### config.mk
export PLATFORM = sky130hd
export DESIGN_NAME = ctm_timer
export DESIGN_NICKNAME = d
export VERILOG_FILES = /design/src/rtl/ctm_pkg.sv /design/src/rtl/ctm_prescale.sv /design/src/rtl/ctm_counter.sv /design/src/rtl/ctm_regs.sv /design/src/rtl/ctm_timer.sv
export SDC_FILE = /design/constraint.sdc
export NUM_CORES = 1
export LEC_CHECK = 0
export BUFFER_PORTS_ARGS = -buffer_cell sky130_fd_sc_hd__clkbuf_2
export CAP_MARGIN = 30
export CORE_ASPECT_RATIO = 1.1
export CORE_MARGIN = 5
export CORE_UTILIZATION = 65
export CTS_CLUSTER_SIZE = 8
export DETAILED_ROUTE_END_ITERATION = 8
export PLACE_DENSITY = 0.83
export SYNTH_ARGS = -nofsm -noshare
export SYNTH_HDL_FRONTEND = slang
export SYNTH_SLANG_ARGS = --single-unit
### constraint.sdc
create_clock -name clk -period 5.9 [get_ports clk]
set_input_delay 0.885 -clock clk [delete_from_list [all_inputs] [get_ports clk]]
set_output_delay 0.885 -clock clk [all_outputs]
set_load 0.02 [all_outputs]
### src/rtl/ctm_pkg.sv
package ctm_pkg;

    localparam int DW      = 32;
    localparam int PRESC_W = 12;
    localparam int CTRL_W  = 26;

    // Control word layout, bit 25 down to bit 0
    typedef struct packed {
        logic [1:0]         clk_src;    // 25:24
        logic [1:0]         spare;      // 23:22
        logic               stop_en;    // 21
        logic               doze_en;    // 20
        logic               wait_en;    // 19
        logic               dbg_en;     // 18
        logic               ovw;        // 17 load write overwrites count
        logic               swr;        // 16 software reset
        logic [PRESC_W-1:0] presc;      // 15:4
        logic               reload;     // 3
        logic               cmp_ie;     // 2
        logic               start_mode; // 1
        logic               en;         // 0
    } ctrl_t;

    // Bits surviving a software reset: en, start_mode, dbg/wait/doze/stop
    localparam logic [CTRL_W-1:0] SWR_KEEP = 26'h03C_0003;

    typedef enum logic [2:0] {
        REG_CTRL = 3'd0,
        REG_STAT = 3'd1,
        REG_LOAD = 3'd2,
        REG_CMP  = 3'd3,
        REG_CNT  = 3'd4
    } reg_idx_e;

    typedef enum logic [1:0] {
        SRC_OFF  = 2'd0,
        SRC_PER  = 2'd1,
        SRC_FAST = 2'd2,
        SRC_SLOW = 2'd3
    } clk_src_e;

    function automatic ctrl_t ctrl_from_word(input logic [DW-1:0] w);
        return ctrl_t'(w[CTRL_W-1:0]);
    endfunction

    function automatic logic [DW-1:0] step_value(input logic [DW-1:0] cur,
                                                 input logic reload,
                                                 input logic [DW-1:0] load);
        if (cur == '0) return reload ? load : '1;
        return cur - DW'(1);
    endfunction

endpackage

### src/rtl/ctm_prescale.sv
module ctm_prescale
    import ctm_pkg::*;
(
    input  logic               clk,
    input  logic               rst,
    input  logic               en,
    input  logic [1:0]         src,
    input  logic [PRESC_W-1:0] presc,
    input  logic               src_en_per,
    input  logic               src_en_fast,
    input  logic               src_en_slow,
    output logic               tick
);
    logic               sel_en;
    logic [PRESC_W-1:0] div_cnt;
    logic               div_hit;

    always_comb begin
        case (clk_src_e'(src))
            SRC_PER:  sel_en = src_en_per;
            SRC_FAST: sel_en = src_en_fast;
            SRC_SLOW: sel_en = src_en_slow;
            default:  sel_en = 1'b0;
        endcase
    end

    assign div_hit = (div_cnt >= presc);
    assign tick    = en && sel_en && div_hit;

    always_ff @(posedge clk) begin
        if (rst || !en) begin
            div_cnt <= '0;
        end else if (sel_en) begin
            div_cnt <= div_hit ? '0 : div_cnt + PRESC_W'(1);
        end
    end

endmodule

### src/rtl/ctm_counter.sv
module ctm_counter
    import ctm_pkg::*;
(
    input  logic          clk,
    input  logic          rst,
    input  logic          tick,
    input  logic          swr_p,
    input  logic          start_p,
    input  logic [DW-1:0] start_val,
    input  logic          ovw_p,
    input  logic [DW-1:0] ovw_val,
    input  logic          reload,
    input  logic [DW-1:0] load_q,
    input  logic [DW-1:0] cmp_q,
    input  logic          cmp_arm,
    input  logic          stat_clr_p,
    output logic [DW-1:0] count_q,
    output logic          status_q
);
    logic [DW-1:0] next_step;
    logic          step_now;
    logic          cmp_hit;

    assign next_step = step_value(count_q, reload, load_q);
    assign step_now  = tick && !ovw_p && !start_p;
    assign cmp_hit   = step_now && cmp_arm && (next_step == cmp_q);

    always_ff @(posedge clk) begin
        if (rst || swr_p) begin
            count_q <= '0;
        end else if (ovw_p) begin
            count_q <= ovw_val;
        end else if (start_p) begin
            count_q <= start_val;
        end else if (step_now) begin
            count_q <= next_step;
        end
    end

    // A compare event in the same cycle as an acknowledge wins
    always_ff @(posedge clk) begin
        if (rst || swr_p) begin
            status_q <= 1'b0;
        end else if (cmp_hit) begin
            status_q <= 1'b1;
        end else if (stat_clr_p) begin
            status_q <= 1'b0;
        end
    end

endmodule

### src/rtl/ctm_regs.sv
module ctm_regs
    import ctm_pkg::*;
#(
    parameter int ADDR_W = 8
) (
    input  logic              clk,
    input  logic              rst,
    input  logic              bus_sel,
    input  logic              bus_wr,
    input  logic [ADDR_W-1:0] bus_addr,
    input  logic [DW-1:0]     bus_wdata,
    input  logic [DW-1:0]     count_q,
    input  logic              status_q,
    output ctrl_t             ctrl_q,
    output logic [DW-1:0]     load_q,
    output logic [DW-1:0]     cmp_q,
    output logic [DW-1:0]     bus_rdata,
    output logic              swr_p,
    output logic              start_p,
    output logic [DW-1:0]     start_val,
    output logic              ovw_p,
    output logic              stat_clr_p
);
    localparam int IDX_W = ADDR_W - 2;

    logic [IDX_W-1:0] word_idx;
    logic             unused_addr_lsb;
    logic             wr_en;
    logic             wr_ctrl, wr_stat, wr_load, wr_cmp;
    ctrl_t            new_ctrl;
    ctrl_t            kept_ctrl;

    assign word_idx        = bus_addr[ADDR_W-1:2];
    assign unused_addr_lsb = ^bus_addr[1:0];
    assign wr_en           = bus_sel && bus_wr;
    assign wr_ctrl         = wr_en && (word_idx == IDX_W'(REG_CTRL));
    assign wr_stat         = wr_en && (word_idx == IDX_W'(REG_STAT));
    assign wr_load         = wr_en && (word_idx == IDX_W'(REG_LOAD));
    assign wr_cmp          = wr_en && (word_idx == IDX_W'(REG_CMP));

    assign new_ctrl  = ctrl_from_word(bus_wdata);
    assign kept_ctrl = ctrl_t'(new_ctrl & SWR_KEEP);

    assign swr_p      = wr_ctrl && new_ctrl.swr;
    assign start_p    = wr_ctrl && !new_ctrl.swr && new_ctrl.en &&
                        !ctrl_q.en && new_ctrl.start_mode;
    assign start_val  = new_ctrl.reload ? load_q : '1;
    assign ovw_p      = wr_load && ctrl_q.ovw;
    assign stat_clr_p = wr_stat && bus_wdata[0];

    always_ff @(posedge clk) begin
        if (rst) begin
            ctrl_q <= '0;
            load_q <= '1;
            cmp_q  <= '0;
        end else begin
            if (wr_ctrl) begin
                if (new_ctrl.swr) begin
                    ctrl_q <= kept_ctrl;
                end else begin
                    ctrl_q     <= new_ctrl;
                    ctrl_q.swr <= 1'b0;
                end
            end
            if (swr_p) begin
                load_q <= '1;
                cmp_q  <= '0;
            end else begin
                if (wr_load) load_q <= bus_wdata;
                if (wr_cmp)  cmp_q  <= bus_wdata;
            end
        end
    end

    always_comb begin
        bus_rdata = '0;
        if (word_idx == IDX_W'(REG_CTRL))      bus_rdata = DW'(ctrl_q);
        else if (word_idx == IDX_W'(REG_STAT)) bus_rdata = DW'(status_q);
        else if (word_idx == IDX_W'(REG_LOAD)) bus_rdata = load_q;
        else if (word_idx == IDX_W'(REG_CMP))  bus_rdata = cmp_q;
        else if (word_idx == IDX_W'(REG_CNT))  bus_rdata = count_q;
    end

endmodule

### src/rtl/ctm_timer.sv
module ctm_timer
    import ctm_pkg::*;
#(
    parameter int ADDR_W = 8
) (
    input  logic              clk,
    input  logic              rst,
    input  logic              src_en_per,
    input  logic              src_en_fast,
    input  logic              src_en_slow,
    input  logic              bus_sel,
    input  logic              bus_wr,
    input  logic [ADDR_W-1:0] bus_addr,
    input  logic [DW-1:0]     bus_wdata,
    output logic [DW-1:0]     bus_rdata,
    output logic              irq
);
    ctrl_t         ctrl_q;
    logic [DW-1:0] load_q, cmp_q, count_q, start_val;
    logic          status_q, tick;
    logic          swr_p, start_p, ovw_p, stat_clr_p;

    ctm_regs #(.ADDR_W(ADDR_W)) u_regs (
        .clk        (clk),
        .rst        (rst),
        .bus_sel    (bus_sel),
        .bus_wr     (bus_wr),
        .bus_addr   (bus_addr),
        .bus_wdata  (bus_wdata),
        .count_q    (count_q),
        .status_q   (status_q),
        .ctrl_q     (ctrl_q),
        .load_q     (load_q),
        .cmp_q      (cmp_q),
        .bus_rdata  (bus_rdata),
        .swr_p      (swr_p),
        .start_p    (start_p),
        .start_val  (start_val),
        .ovw_p      (ovw_p),
        .stat_clr_p (stat_clr_p)
    );

    ctm_prescale u_presc (
        .clk         (clk),
        .rst         (rst),
        .en          (ctrl_q.en),
        .src         (ctrl_q.clk_src),
        .presc       (ctrl_q.presc),
        .src_en_per  (src_en_per),
        .src_en_fast (src_en_fast),
        .src_en_slow (src_en_slow),
        .tick        (tick)
    );

    ctm_counter u_cnt (
        .clk        (clk),
        .rst        (rst),
        .tick       (tick),
        .swr_p      (swr_p),
        .start_p    (start_p),
        .start_val  (start_val),
        .ovw_p      (ovw_p),
        .ovw_val    (bus_wdata),
        .reload     (ctrl_q.reload),
        .load_q     (load_q),
        .cmp_q      (cmp_q),
        .cmp_arm    (ctrl_q.en && ctrl_q.cmp_ie),
        .stat_clr_p (stat_clr_p),
        .count_q    (count_q),
        .status_q   (status_q)
    );

    assign irq = status_q && ctrl_q.en && ctrl_q.cmp_ie;

endmodule

==> impl_metrics.yaml <==
clocking:
  cts_resized: 0
  ctsHoldBuffers: 0
  cts_tree: "done"
  cts-root-buf: "clkbuf_16"
  clock-sinks: 134
  clkLatencyLatePin_ns: 0.43
  post_cts_buffers: 0
  cts-buffers-inserted: 17
  cts_buffer_depth: 2
  clk_pin_slew_ns: 0.06
  cts_max_level: 4
sta:
  fin_crit_sh: 0.681
  whs_ns: 0.457
  setup_violations: 0
  slew_viol_final: 0
  fin_skew_ns: 0.00808
  worstMarginPinSlew_ns: 0.902
  max_freq_mhz: 249
  slew_headroom: 0.393
  finalHoldViolCount: 0
  rsz0062_at_grt: "false"
  finalCriticalPeriod_ns: 4.02
  fin_tns_setup_ns: 0
die:
  initial_core_util: 0.655
  die_x_um: 117
  num_rows: 43
  coreArea_um2: 12400
  die_h_um: 127
  design.portCount: 80
  die-area_um2: 14900
place:
  dp.cells: 1262
  gp_congestion: 1.03
  portBuffers: 77
  dpl.hpwl_um: 19600
synth:
  ys_top_cells_by_area: "dfxtp_1 (33%), nand2_1 (8.7%), a21oi_1 (6.8%)"
  syn_avg_cell_area_um2: 7.48
  synth_top_area_frac: 0.329
  async_reset_ff_frac: 0
  yosys_warnings: 0
  seq_area_frac_synth: 0.329
  synth-seq-cells: 134
  synth_ff_type: "dfxtp_1"
  syn_inst: 1089
  synth.cell_area_um2: 8150
  synth_edf_count: 0
  yosysTopAreaCell: "dfxtp_1"
  yosysUniqueCellTypes: 64
  syn-num-nets: 1151
worst_setup_path:
  slowest_stage: "nand3_2"
  startpoint_type: "register"
  arrival_ns: 4.35
  worstPathRequired_ns: 6.23
  worstSetupPathType: "register to register"
  path_max_fanout: 37
  crit_path_max_incr_delay_ns: 0.74
  worstSetupEndpointType: "register"
  crit_chain: "or4_4, nor4_4, nand3_2, nor3_2, a211oi_1, or4_1, nor4_2, nand3_1, o31ai_2"
  path_delay_family: "simple AND/OR/NAND/NOR gates"
  crit_buf_inv: 0
grt:
  grt-ovfl-total: 0
  antenna_found_initial: 0
  grt_pass1_wl_um: 46200
  grt_max_degree: 65
  grtUsageTotal: 0.395
  grt_pass1_vias: 8393
drt:
  via_count: 8934
  drtIter0Drc: 1397
  dr.pass1.iters: 5
  drt_wl_total_um: 28800
  drtAntennaViolNets: 0
  via_per_inst: 6.90
  drcViolationCount: 0
  wire_per_inst_um: 22.2
pwr:
  clkPwrFrac: 0.511
  pwr_density_cell_nw_per_um2: 225
  switching_share: 0.227
  cellLeakagePower_nw: 3.52
  irDropWorstVdd_v: 0.000174
  p_sw_w: 0.000471
  comb_power_share: 0.050
  seqPwrFrac: 0.439
  p_int_w: 0.00160
final_layout:
  n_fill_cell: 991
  drive_gt1_frac: 0.141
  final_cell_mix: "nand2_1 (188), dfxtp_1 (134), a21oi_1 (109)"
  layout.nets: 1186
  diodes: 0
  area_growth_syn_to_layout_pct: 13.0
  layout_commonest_cell: "nand2_1"
  stdcell_count: 1294
job:
  timing.max_cap.violations: 0
hold_path:
  hold_path.class: "register to register"
outcome:
  status: "complete, no violations"
## metal layers
| layer | track usage | vias to the layer above | share of wire |
|---|---|---|---|
| met3 | 0.0995 | 129 | 0.12 |
| met5 | 0 | - | 0 |
| met1 | 0.534 | 4151 | 0.40 |
| met4 | 0.159 | 0 | 0.038 |
| met2 | 0.602 | 649 | 0.45 |
| li1 | - | 4005 | - |
## metrics by stage
stage                     utilization  total power, W  instance area, µm²  setup WS (ns)
after floorplan                     -        0.000979                8150           2.16
after global placement          0.691         0.00103                8590           1.73
after detailed placement        0.693         0.00103                8610           1.68
after CTS                       0.740         0.00207                9200           2.00
after global routing            0.740         0.00213                9200           1.69
final                           0.740         0.00207                9200           1.88
## synthesized netlist by cell type (18+ instances only)
cell type	count
nand2_1	188
dfxtp_1	134
a21oi_1	111
clkbuf_1	74
nor2_1	61
inv_1	51
a22oi_1	49
o21ai_0	46
nand3_1	37
mux2i_1	29
xor2_1	27
nor3_1	26
o211ai_1	25
and3_1	21
o221ai_1	18
xnor2_1	18
## layout make-up
type / instances / area [µm²] / share of cell area
clock buffers: 24 / 492 / 0.0534
clock inverters: 8 / 96.3 / 0.0105
inverters: 51 / 191 / 0.0208
multi-input cells: 821 / 4980 / 0.541
flip-flops and latches: 134 / 2680 / 0.292
well taps: 157 / 196 / 0.0213
repair buffers: 99 / 562 / 0.0611
## power by group through the flow
stage / sequential, W / combinational [W] / clock [W]
detailed placement: 0.000929 / 0.0000991 / 0
global route: 0.000909 / 0.000109 / 0.00111
CTS: 0.000909 / 0.0000999 / 0.00106
global placement: 0.000929 / 0.0000972 / 0
finish: 0.000910 / 0.000104 / 0.00106
floorplan: 0.000928 / 0.0000514 / 0
## final timing paths
path / end / slack, ns / start / cells after the start
max: u_cnt.status_q / 1.88 / u_cnt.count_q[4] / 9
min: u_regs.ctrl_q[20] / 0.46 / u_regs.ctrl_q[20] / 2
max reg2reg: u_cnt.status_q / 1.88 / u_cnt.count_q[4] / 9
min reg2reg: u_regs.ctrl_q[20] / 0.46 / u_regs.ctrl_q[20] / 2
## worst reg2reg max path, cell delays in order, from the launching register on
cell,delay [ns]
dfxtp_1,0.40
or4_4,0.65
nor4_4,0.51
nand3_2,0.74
nor3_2,0.32
a211oi_1,0.11
or4_1,0.56
nor4_2,0.21
nand3_1,0.16
o31ai_2,0.26
## sequential cells by signal, indices dropped and copies added, names as in the netlist
register and flops:
u_regs.cmp_q 32, u_regs.load_q 32, u_cnt.count_q 32, u_presc.div_cnt 12, u_cnt.status_q 1, u_regs.ctrl_q 25
## cells by family (layout without fill, tap and decap cells)
logic type / Yosys count / in the layout / share of synthesized area
compound gates: 311 / 311 / 0.243
mux: 30 / 30 / 0.0370
simple gates: 420 / 420 / 0.253
xor+xnor: 45 / 45 / 0.0484
buf+inv: 134 / 182 / 0.0662
flops: 134 / 134 / 0.329
fa+ha+maj: 15 / 15 / 0.0230
No activity file was read; power rests on OpenSTA's default activity.
